[config.mk]
export PLATFORM = sky130hd
export DESIGN_NAME = bmon_regbank
export DESIGN_NICKNAME = d
export VERILOG_FILES = /design/src/rtl/bmon_pkg.sv /design/src/rtl/bmon_ctrl_regs.sv /design/src/rtl/bmon_word_reg.sv /design/src/rtl/bmon_regbank.sv
export SDC_FILE = /design/constraint.sdc
export NUM_CORES = 1
export LEC_CHECK = 0
export BUFFER_PORTS_ARGS = -buffer_cell sky130_fd_sc_hd__buf_2
export CAP_MARGIN = 25
export CORE_MARGIN = 4
export CORE_UTILIZATION = 35
export DETAILED_ROUTE_END_ITERATION = 6
export PLACE_DENSITY = 0.6
export SETUP_SLACK_MARGIN = 0.5
export SYNTH_ARGS = -nofsm -noshare
export SYNTH_HDL_FRONTEND = slang
export SYNTH_SLANG_ARGS = --single-unit
[constraint.sdc]
create_clock -name clk -period 1.7 [get_ports clk]
set_input_delay 0.085 -clock clk [delete_from_list [all_inputs] [get_ports clk]]
set_output_delay 0.085 -clock clk [all_outputs]
set_load 0.02 [all_outputs]
[src/rtl/bmon_pkg.sv]
package bmon_pkg;
  localparam int BYTE_W = 8;
  localparam int ADR_W  = 8;
  // register byte addresses
  localparam logic [ADR_W-1:0] A_CTRL   = 8'h01;
  localparam logic [ADR_W-1:0] A_FEAT   = 8'h08;
  localparam logic [ADR_W-1:0] A_CUR_HI = 8'h0E;
  localparam logic [ADR_W-1:0] A_CUR_LO = 8'h0F;
  localparam logic [ADR_W-1:0] A_ACC_HI = 8'h10;
  localparam logic [ADR_W-1:0] A_ACC_LO = 8'h11;
  // bit positions inside the byte registers
  localparam int B_SLEEP_EN = 6;
  localparam int B_OPC_ALT  = 4;
  localparam int B_PIN      = 6;
endpackage

[src/rtl/bmon_ctrl_regs.sv]
module bmon_ctrl_regs
  import bmon_pkg::*;
#(
  parameter int DW = BYTE_W
) (
  input  logic          clk,
  input  logic          rst_n,
  input  logic          wr_ctrl,
  input  logic          wr_feat,
  input  logic [DW-1:0] wdata,
  input  logic          sleep_evt,
  input  logic          dq_low_long,
  output logic          sleep_en_q,
  output logic          opc_alt_q,
  output logic          pin_rel_q,
  output logic          sleep_req_q
);
  logic pin_force;
  assign pin_force = sleep_evt | dq_low_long;

  always_ff @(posedge clk or negedge rst_n) begin
    if (!rst_n) begin
      sleep_en_q  <= 1'b0;
      opc_alt_q   <= 1'b0;
      pin_rel_q   <= 1'b1;
      sleep_req_q <= 1'b0;
    end else begin
      if (wr_ctrl) begin
        sleep_en_q <= wdata[B_SLEEP_EN];
        opc_alt_q  <= wdata[B_OPC_ALT];
      end
      if (pin_force)    pin_rel_q <= 1'b1;
      else if (wr_feat) pin_rel_q <= wdata[B_PIN];
      sleep_req_q <= sleep_en_q & dq_low_long;
    end
  end
endmodule

[src/rtl/bmon_word_reg.sv]
module bmon_word_reg
  import bmon_pkg::*;
#(
  parameter int DW       = BYTE_W,
  parameter bit WRITABLE = 1'b1,
  localparam int WW      = 2 * DW
) (
  input  logic          clk,
  input  logic          rst_n,
  input  logic          upd,
  input  logic [WW-1:0] upd_d,
  input  logic          wr_hi,
  input  logic          wr_lo,
  input  logic [DW-1:0] wdata,
  input  logic          cap,
  input  logic          cmd_active,
  output logic [WW-1:0] live_q,
  output logic [WW-1:0] hold_q,
  output logic          held_q
);
  logic wr_hi_g, wr_lo_g;
  assign wr_hi_g = WRITABLE && wr_hi;
  assign wr_lo_g = WRITABLE && wr_lo;

  always_ff @(posedge clk or negedge rst_n) begin
    if (!rst_n) begin
      live_q <= '0;
    end else if (wr_hi_g || wr_lo_g) begin
      if (wr_hi_g) live_q[WW-1:DW] <= wdata;
      if (wr_lo_g) live_q[DW-1:0]  <= wdata;
    end else if (upd) begin
      live_q <= upd_d;
    end
  end

  always_ff @(posedge clk or negedge rst_n) begin
    if (!rst_n) begin
      hold_q <= '0;
      held_q <= 1'b0;
    end else if (cap) begin
      hold_q <= live_q;
      held_q <= 1'b1;
    end else if (!cmd_active) begin
      held_q <= 1'b0;
    end
  end
endmodule

[src/rtl/bmon_regbank.sv]
module bmon_regbank
  import bmon_pkg::*;
#(
  parameter int DW = BYTE_W,
  parameter int AW = ADR_W,
  localparam int WW = 2 * DW
) (
  input  logic          clk,
  input  logic          rst_n,
  input  logic          rd_en,
  input  logic          wr_en,
  input  logic [AW-1:0] addr,
  input  logic [DW-1:0] wdata,
  output logic [DW-1:0] rdata,
  input  logic          rd_cmd_active,
  input  logic [WW-1:0] cur_word,
  input  logic          cur_upd,
  input  logic [WW-1:0] acc_word,
  input  logic          acc_upd,
  input  logic          pin_sense,
  output logic          pin_pull_low,
  input  logic          sleep_evt,
  input  logic          dq_low_long,
  output logic          sleep_req_o,
  output logic          opcode_alt_o
);
  logic sleep_en, opc_alt, pin_rel;
  logic [WW-1:0] cur_live, cur_hold, acc_live, acc_hold;
  logic cur_held, acc_held;
  logic [DW-1:0] rd_next;

  bmon_ctrl_regs #(.DW(DW)) u_ctrl (
    .clk(clk), .rst_n(rst_n),
    .wr_ctrl(wr_en && addr == A_CTRL),
    .wr_feat(wr_en && addr == A_FEAT),
    .wdata(wdata), .sleep_evt(sleep_evt), .dq_low_long(dq_low_long),
    .sleep_en_q(sleep_en), .opc_alt_q(opc_alt), .pin_rel_q(pin_rel),
    .sleep_req_q(sleep_req_o)
  );

  bmon_word_reg #(.DW(DW), .WRITABLE(1'b0)) u_cur (
    .clk(clk), .rst_n(rst_n), .upd(cur_upd), .upd_d(cur_word),
    .wr_hi(wr_en && addr == A_CUR_HI), .wr_lo(wr_en && addr == A_CUR_LO),
    .wdata(wdata), .cap(rd_en && addr == A_CUR_HI), .cmd_active(rd_cmd_active),
    .live_q(cur_live), .hold_q(cur_hold), .held_q(cur_held)
  );

  bmon_word_reg #(.DW(DW), .WRITABLE(1'b1)) u_acc (
    .clk(clk), .rst_n(rst_n), .upd(acc_upd), .upd_d(acc_word),
    .wr_hi(wr_en && addr == A_ACC_HI), .wr_lo(wr_en && addr == A_ACC_LO),
    .wdata(wdata), .cap(rd_en && addr == A_ACC_HI), .cmd_active(rd_cmd_active),
    .live_q(acc_live), .hold_q(acc_hold), .held_q(acc_held)
  );

  always_comb begin
    rd_next = '0;
    unique case (addr)
      A_CTRL: begin
        rd_next[B_SLEEP_EN] = sleep_en;
        rd_next[B_OPC_ALT]  = opc_alt;
      end
      A_FEAT:   rd_next[B_PIN] = pin_sense;
      A_CUR_HI: rd_next = cur_live[WW-1:DW];
      A_CUR_LO: rd_next = cur_held ? cur_hold[DW-1:0] : cur_live[DW-1:0];
      A_ACC_HI: rd_next = acc_live[WW-1:DW];
      A_ACC_LO: rd_next = acc_held ? acc_hold[DW-1:0] : acc_live[DW-1:0];
      default:  rd_next = '0;
    endcase
  end

  always_ff @(posedge clk or negedge rst_n) begin
    if (!rst_n)     rdata <= '0;
    else if (rd_en) rdata <= rd_next;
  end

  assign pin_pull_low = ~pin_rel;
  assign opcode_alt_o = opc_alt;
endmodule

# == Word level (Yosys, flattened, before mapping) ==
# Index checks and enable logic that the tools add are counted.
# W data, S select, Z words.
# classes
n_addsub,0
mul,0
div,0
order_cmp,0
n_eq_ne,10
shifts,0
n_mux,16
bitwise_logic,3
reduce_logical,11
# op_table
op,count
$mux W16,2
$mux W8,4
$eq A8 B4 Y1 const B,3
$eq A8 B5 Y1 const B,2
$pmux W4 S4,1
$eq A8 B1 Y1 const B,1
$ne A2 B1 Y1 const B,4
$pmux W1 S4,2
$logic_and A1 B1 Y1,6
$pmux W1 S6,1
$mux W1,5
$pmux W1 S5,1
$reduce_and A2 Y1,2
$reduce_bool A2 Y1,2
$and A1 B1 Y1,1
$logic_or A1 B1 Y1,1
$not A1 Y1,1
$or A1 B1 Y1,1
# word_totals
register_bits,62
latchBits,0
ram_bits,0
romBits,0
input_bits,58
out_inout_bits,11
wordCells,52
n_memories,0

# == Longest topological paths before layout ==
# logic_depth
depth_word,5
depth_mapped,6
mapped_depth_nobuf,4

# == Cells and area by module ==
# Synthesis repeated with hierarchy kept, for this count alone.
# unflattened
cells_unflattened,308
hier_area_um2,4011.3
# by_module_without_submodules
module,instances,cells_per_inst,area_each_um2,seq_area_each_um2
bmon_word_reg at u_acc,1,125,1654.1,825.8
bmon_word_reg at u_cur,1,70,1328.8,825.8
bmon_regbank,1,103,880.8,200.2
bmon_ctrl_regs,1,10,147.6,101.3

# == Worst setup path before layout ==
# OpenSTA, ideal clock, no wires.
# synth_timing
kind,in2reg
from,input addr[7]
to,register u_cur.hold_q[0]
setup_ns,0.125
arrival_time_ns,1.383
required_time_ns,1.575
setup_slack_ns,0.192
stages,6
path_buffers,2
path_cell_list,nor4_4 and4_1 buf_6 and3_4 buf_12 mux2_4
# synth_via
elab_chain_len,2
# synth_lines
element,line_no,source
start: declaration,bmon_regbank.sv:12,"input logic [AW-1:0] addr,"
$eq A8 B4 Y1,bmon_regbank.sv:44,".wdata(wdata), .cap(rd_en && addr == A_CUR_HI), .cmd_active(rd_cmd_active),"
$logic_and A1 B1 Y1,bmon_regbank.sv:44,
end signal: assignment,bmon_word_reg.sv:41,hold_q <= live_q;
end: declaration,bmon_word_reg.sv:18,"output logic [WW-1:0] hold_q,"
# No other way between the ends.
# A chain may end at the register's enable or synchronous reset.

# == Final worst setup path ==
# layout_timing
from,register u_cur.held_q
to,register rdata[3]
# layout_via
elab_chain_len,2
# layout_lines
element,line_no,source
start: declaration,bmon_word_reg.sv:19,output logic held_q
start signal: assignment,bmon_word_reg.sv:39,held_q <= 1'b0;
start signal: assignment,bmon_word_reg.sv:42,held_q <= 1'b1;
start signal: assignment,bmon_word_reg.sv:44,held_q <= 1'b0;
$mux W8,bmon_regbank.sv:64,A_CUR_LO: rd_next = cur_held ? cur_hold[DW-1:0] : cur_live[DW-1:0];
$pmux W4 S4,bmon_regbank.sv:57,unique case (addr)
end signal: assignment,bmon_regbank.sv:73,else if (rd_en) rdata <= rd_next;
end: declaration,bmon_regbank.sv:14,"output logic [DW-1:0] rdata,"
# No other way between the ends.

==> out/qor.csv <==
stage;metric;value;unit
sta;Final period util;0.7117;
cells_and_area;# diodes;0;
cells_and_area;layout cells sized above 1;0.4800;
sta;skew final;0.009973;ns
grt;antenna violations before repair;0;
route;wire per inst;16.36;microns
grt;Congestion Overflow GR;0;
placement;placed instance area;3480;sq um
die;Die ar.;10150;sq um
grt;total track usage;0.1520;
die;I/O pin total;69;
logic_synthesis;area leader, netlist;dfrtp_1;
die;initial core utilization;0.3627;
sta;final worst setup slack;0.4902;ns
power;sw power;0.8377;mW
die;# rows;33;
logic_synthesis;Async S/R FF share, synth;1.000;
logic_synthesis;syn_area_per_cell;12.44;sq um
flow_run;Max Cap Violations;0;
hold_path;Hold Path Class;input port to flip-flop;
logic_synthesis;syn nets;300;
logic_synthesis;Gate Count Post-Synth;242;
power;Comb pwr share;0.129;
cts;worst skew pair latency;0.34;ns
placement;I/O Buffers;68;
worst_setup_path;worst path arrival time;1.43;ns
cts;CTS tree;built;
power;power per cell area;862.5;nW/um^2
route;Vias per Instance;5.105;
placement;Place WS;0.08379;ns
logic_synthesis;Synth Flop Type;dfrtp_1;
power;Leakage Power;1.776;nW
worst_setup_path;crit path launch type;flip-flop;
sta;Hold WS;0.02049;ns
cts;clk slew on worst S/H paths;0.07;ns
run_status;outcome;complete, no violations;
placement;RePlAce Congestion;0.7722;
die;die height;100.7;microns
worst_setup_path;worst-path fanout max;6;
sta;RSZ-0062 raised after global routing;yes;
route;vias post-DR;2323;
sta;worst slew pin tran;0.4987;ns
logic_synthesis;number of synthesized flops with an enable pin;0;
route;antenna viol nets, final;0;
sta;Final Hold Vio Count;0;
route;DRT Wirelength;7443;microns
cells_and_area;Nets;404;
cells_and_area;area delta synth->final;33.58;%
cells_and_area;commonest non-fill, non-tap cells in the layout;68 x buf_2, 59 x dfrtp_1, 26 x mux2_2;
sta;Slew Viols, Final;0;
sta;post-route minimum period;1.210;ns
power;internal power;2.631;mW
sta;f_max;826.6;MHz
logic_synthesis;Netlist Area Pre-Place;3010;sq um
logic_synthesis;Distinct cells, synth;36;
power;clock power share;0.393;
cts;htree depth;3;
cts;clk sink count;62;
logic_synthesis;sequential area share after synthesis;0.5158;
die;die width;100.7;microns
logic_synthesis;Seq cells post-synth;62;
power;Switching Fraction;0.2415;
route;starting DRC count in detailed routing;115;
placement;Post-DP HPWL;5138;microns
logic_synthesis;number of synthesis warnings;0;
die;core area;8299;sq um
power;Max VDD drop;0.0003800;V
route;First-pass DRT Iterations;4;
worst_setup_path;Worst setup EP type;flip-flop;
power;Seq pwr share;0.478;
sta;setup violators final;0;
grt;first-pass GRT wire length;12080;microns
grt;vias in the first global route;2417;
grt;largest net degree at the start of global routing;48;
cts;CTS root buffer;clkbuf_8;
cts;clock buffer depth;2;
worst_setup_path;flop-to-flop setup slack;0.49;ns
sta;setup TNS;0;ns
cells_and_area;filler cell count in the final layout;762;
cts;Num CTS Buffers;9;
cells_and_area;Finished Cell Area;4021;sq um
logic_synthesis;Synth top area share;0.5071;
cells_and_area;commonest non-fill, non-tap cell in the layout;buf_2;
power;Total Power;3.468;mW
route;DRC Markers;0;
logic_synthesis;Area contributors post-synth;dfrtp_1 51%, mux2_2 9.7%, o221a_2 6.0%, mux2i_1 5.7%, mux2_4 4.0%;
worst_setup_path;Worst EP required;1.92;ns
worst_setup_path;critical path class;flip-flop to flip-flop;
sta;slew margin rel.;0.6672;
-- power groups by stage --
stage          sequential [mW]  combinational [mW]  clock, mW
2_1_floorplan             1.68               0.210          0
5_1_grt                   1.67               0.497       1.47
3_5_place_dp              1.69               0.402          0
4_1_cts                   1.66               0.440       1.40
6_report                  1.66               0.446       1.36
3_3_place_gp              1.69               0.397          0
-- logic make-up (layout without fill, tap and decap cells) --
family | after synthesis | count (layout) | share of synthesized area
AOI/OAI and AO/OA | 46 | 46 | 0.1309
and+or+nand+nor | 63 | 64 | 0.1214
buffers and inverters | 20 | 127 | 0.03823
muxes | 51 | 51 | 0.1937
DFF | 62 | 62 | 0.5158
-- cells in the mapped netlist (all sizes together) (3+ instances only) --
| cell | instances |
|---|---|
| a21oi | 4 |
| nand2 | 18 |
| a31oi | 8 |
| mux2i | 17 |
| dfrtp | 61 |
| clkbuf | 11 |
| nor2 | 11 |
| inv | 3 |
| o221a | 16 |
| or3 | 16 |
| o211ai | 13 |
| nand3 | 4 |
| mux2 | 34 |
| buf | 6 |
| nand4 | 4 |
-- worst paths after layout --
check,from,end,cells after the start
setup / recovery,u_cur.held_q,rdata[3],5
hold reg to reg,u_cur.live_q[14],u_cur.live_q[14],1
hold / removal,wdata[4],u_ctrl.opc_alt_q,2
min in group asynchronous,rst_n,u_acc.live_q[7],2
max in group asynchronous,rst_n,u_cur.held_q,3
setup reg to reg,u_cur.held_q,rdata[3],5
-- critical path: stages (launching register included) --
cell      delay, ns
dfrtp_2        0.44
buf_4          0.18
mux2i_1        0.20
nand2_1        0.08
o211ai_1       0.09
a31oi_1        0.11
-- per-stage QoR --
step,utilization,instances
floorplan,-,242
global placement,0.4193,408
detailed placement,0.4193,408
CTS,0.4711,446
global route,0.4845,455
finish,0.4845,455
-- flip-flops by register name (all words and copies together) (netlist names) --
register,flops
u_ctrl.opc_alt_q,1
rdata,8
u_ctrl.pin_rel_q,1
u_cur.hold_q,8
u_ctrl.sleep_en_q,1
u_ctrl.sleep_req_q,1
u_cur.held_q,1
u_cur.live_q,16
u_acc.held_q,1
u_acc.live_q,16
u_acc.hold_q,8
-- layout make-up --
class	count	area [sq um]	area share
Clock inverter	5	75.07	0.01867
Multi-Input combinational cell	161	1403	0.3488
Sequential cell	62	1555	0.3867
Clock buffer	10	127.6	0.03174
Inverter	3	11.26	0.002800
Timing Repair Buffer	109	718.2	0.1786
Tap cell	105	131.4	0.03267
-- routing by layer --
layer | routed length [microns] | global-route usage | up-vias | share of wire
li1 | - | - | 1129 | -
met1 | 3548 | 0.2072 | 1126 | 0.48
met2 | 3379 | 0.2349 | 62 | 0.45
met3 | 427 | 0.04498 | 6 | 0.057
met4 | 88 | 0.04352 | 0 | 0.012
met5 | 0 | 0 | - | 0
-- what timing repair did --
| action | 4_1_cts | 5_1_grt |
|---|---|---|
| hold buffers | 21 | 0 |
| gates resized for setup | 2 | 10 |
| setup buffers | 2 | 9 |
| endpoints found under the hold margin | 35 | 0 |
| cloned | 0 | 1 |
| pin swaps | 1 | 8 |
| endpoints found under the setup margin | 16 | 26 |
(Power assumes the default switching activity.)
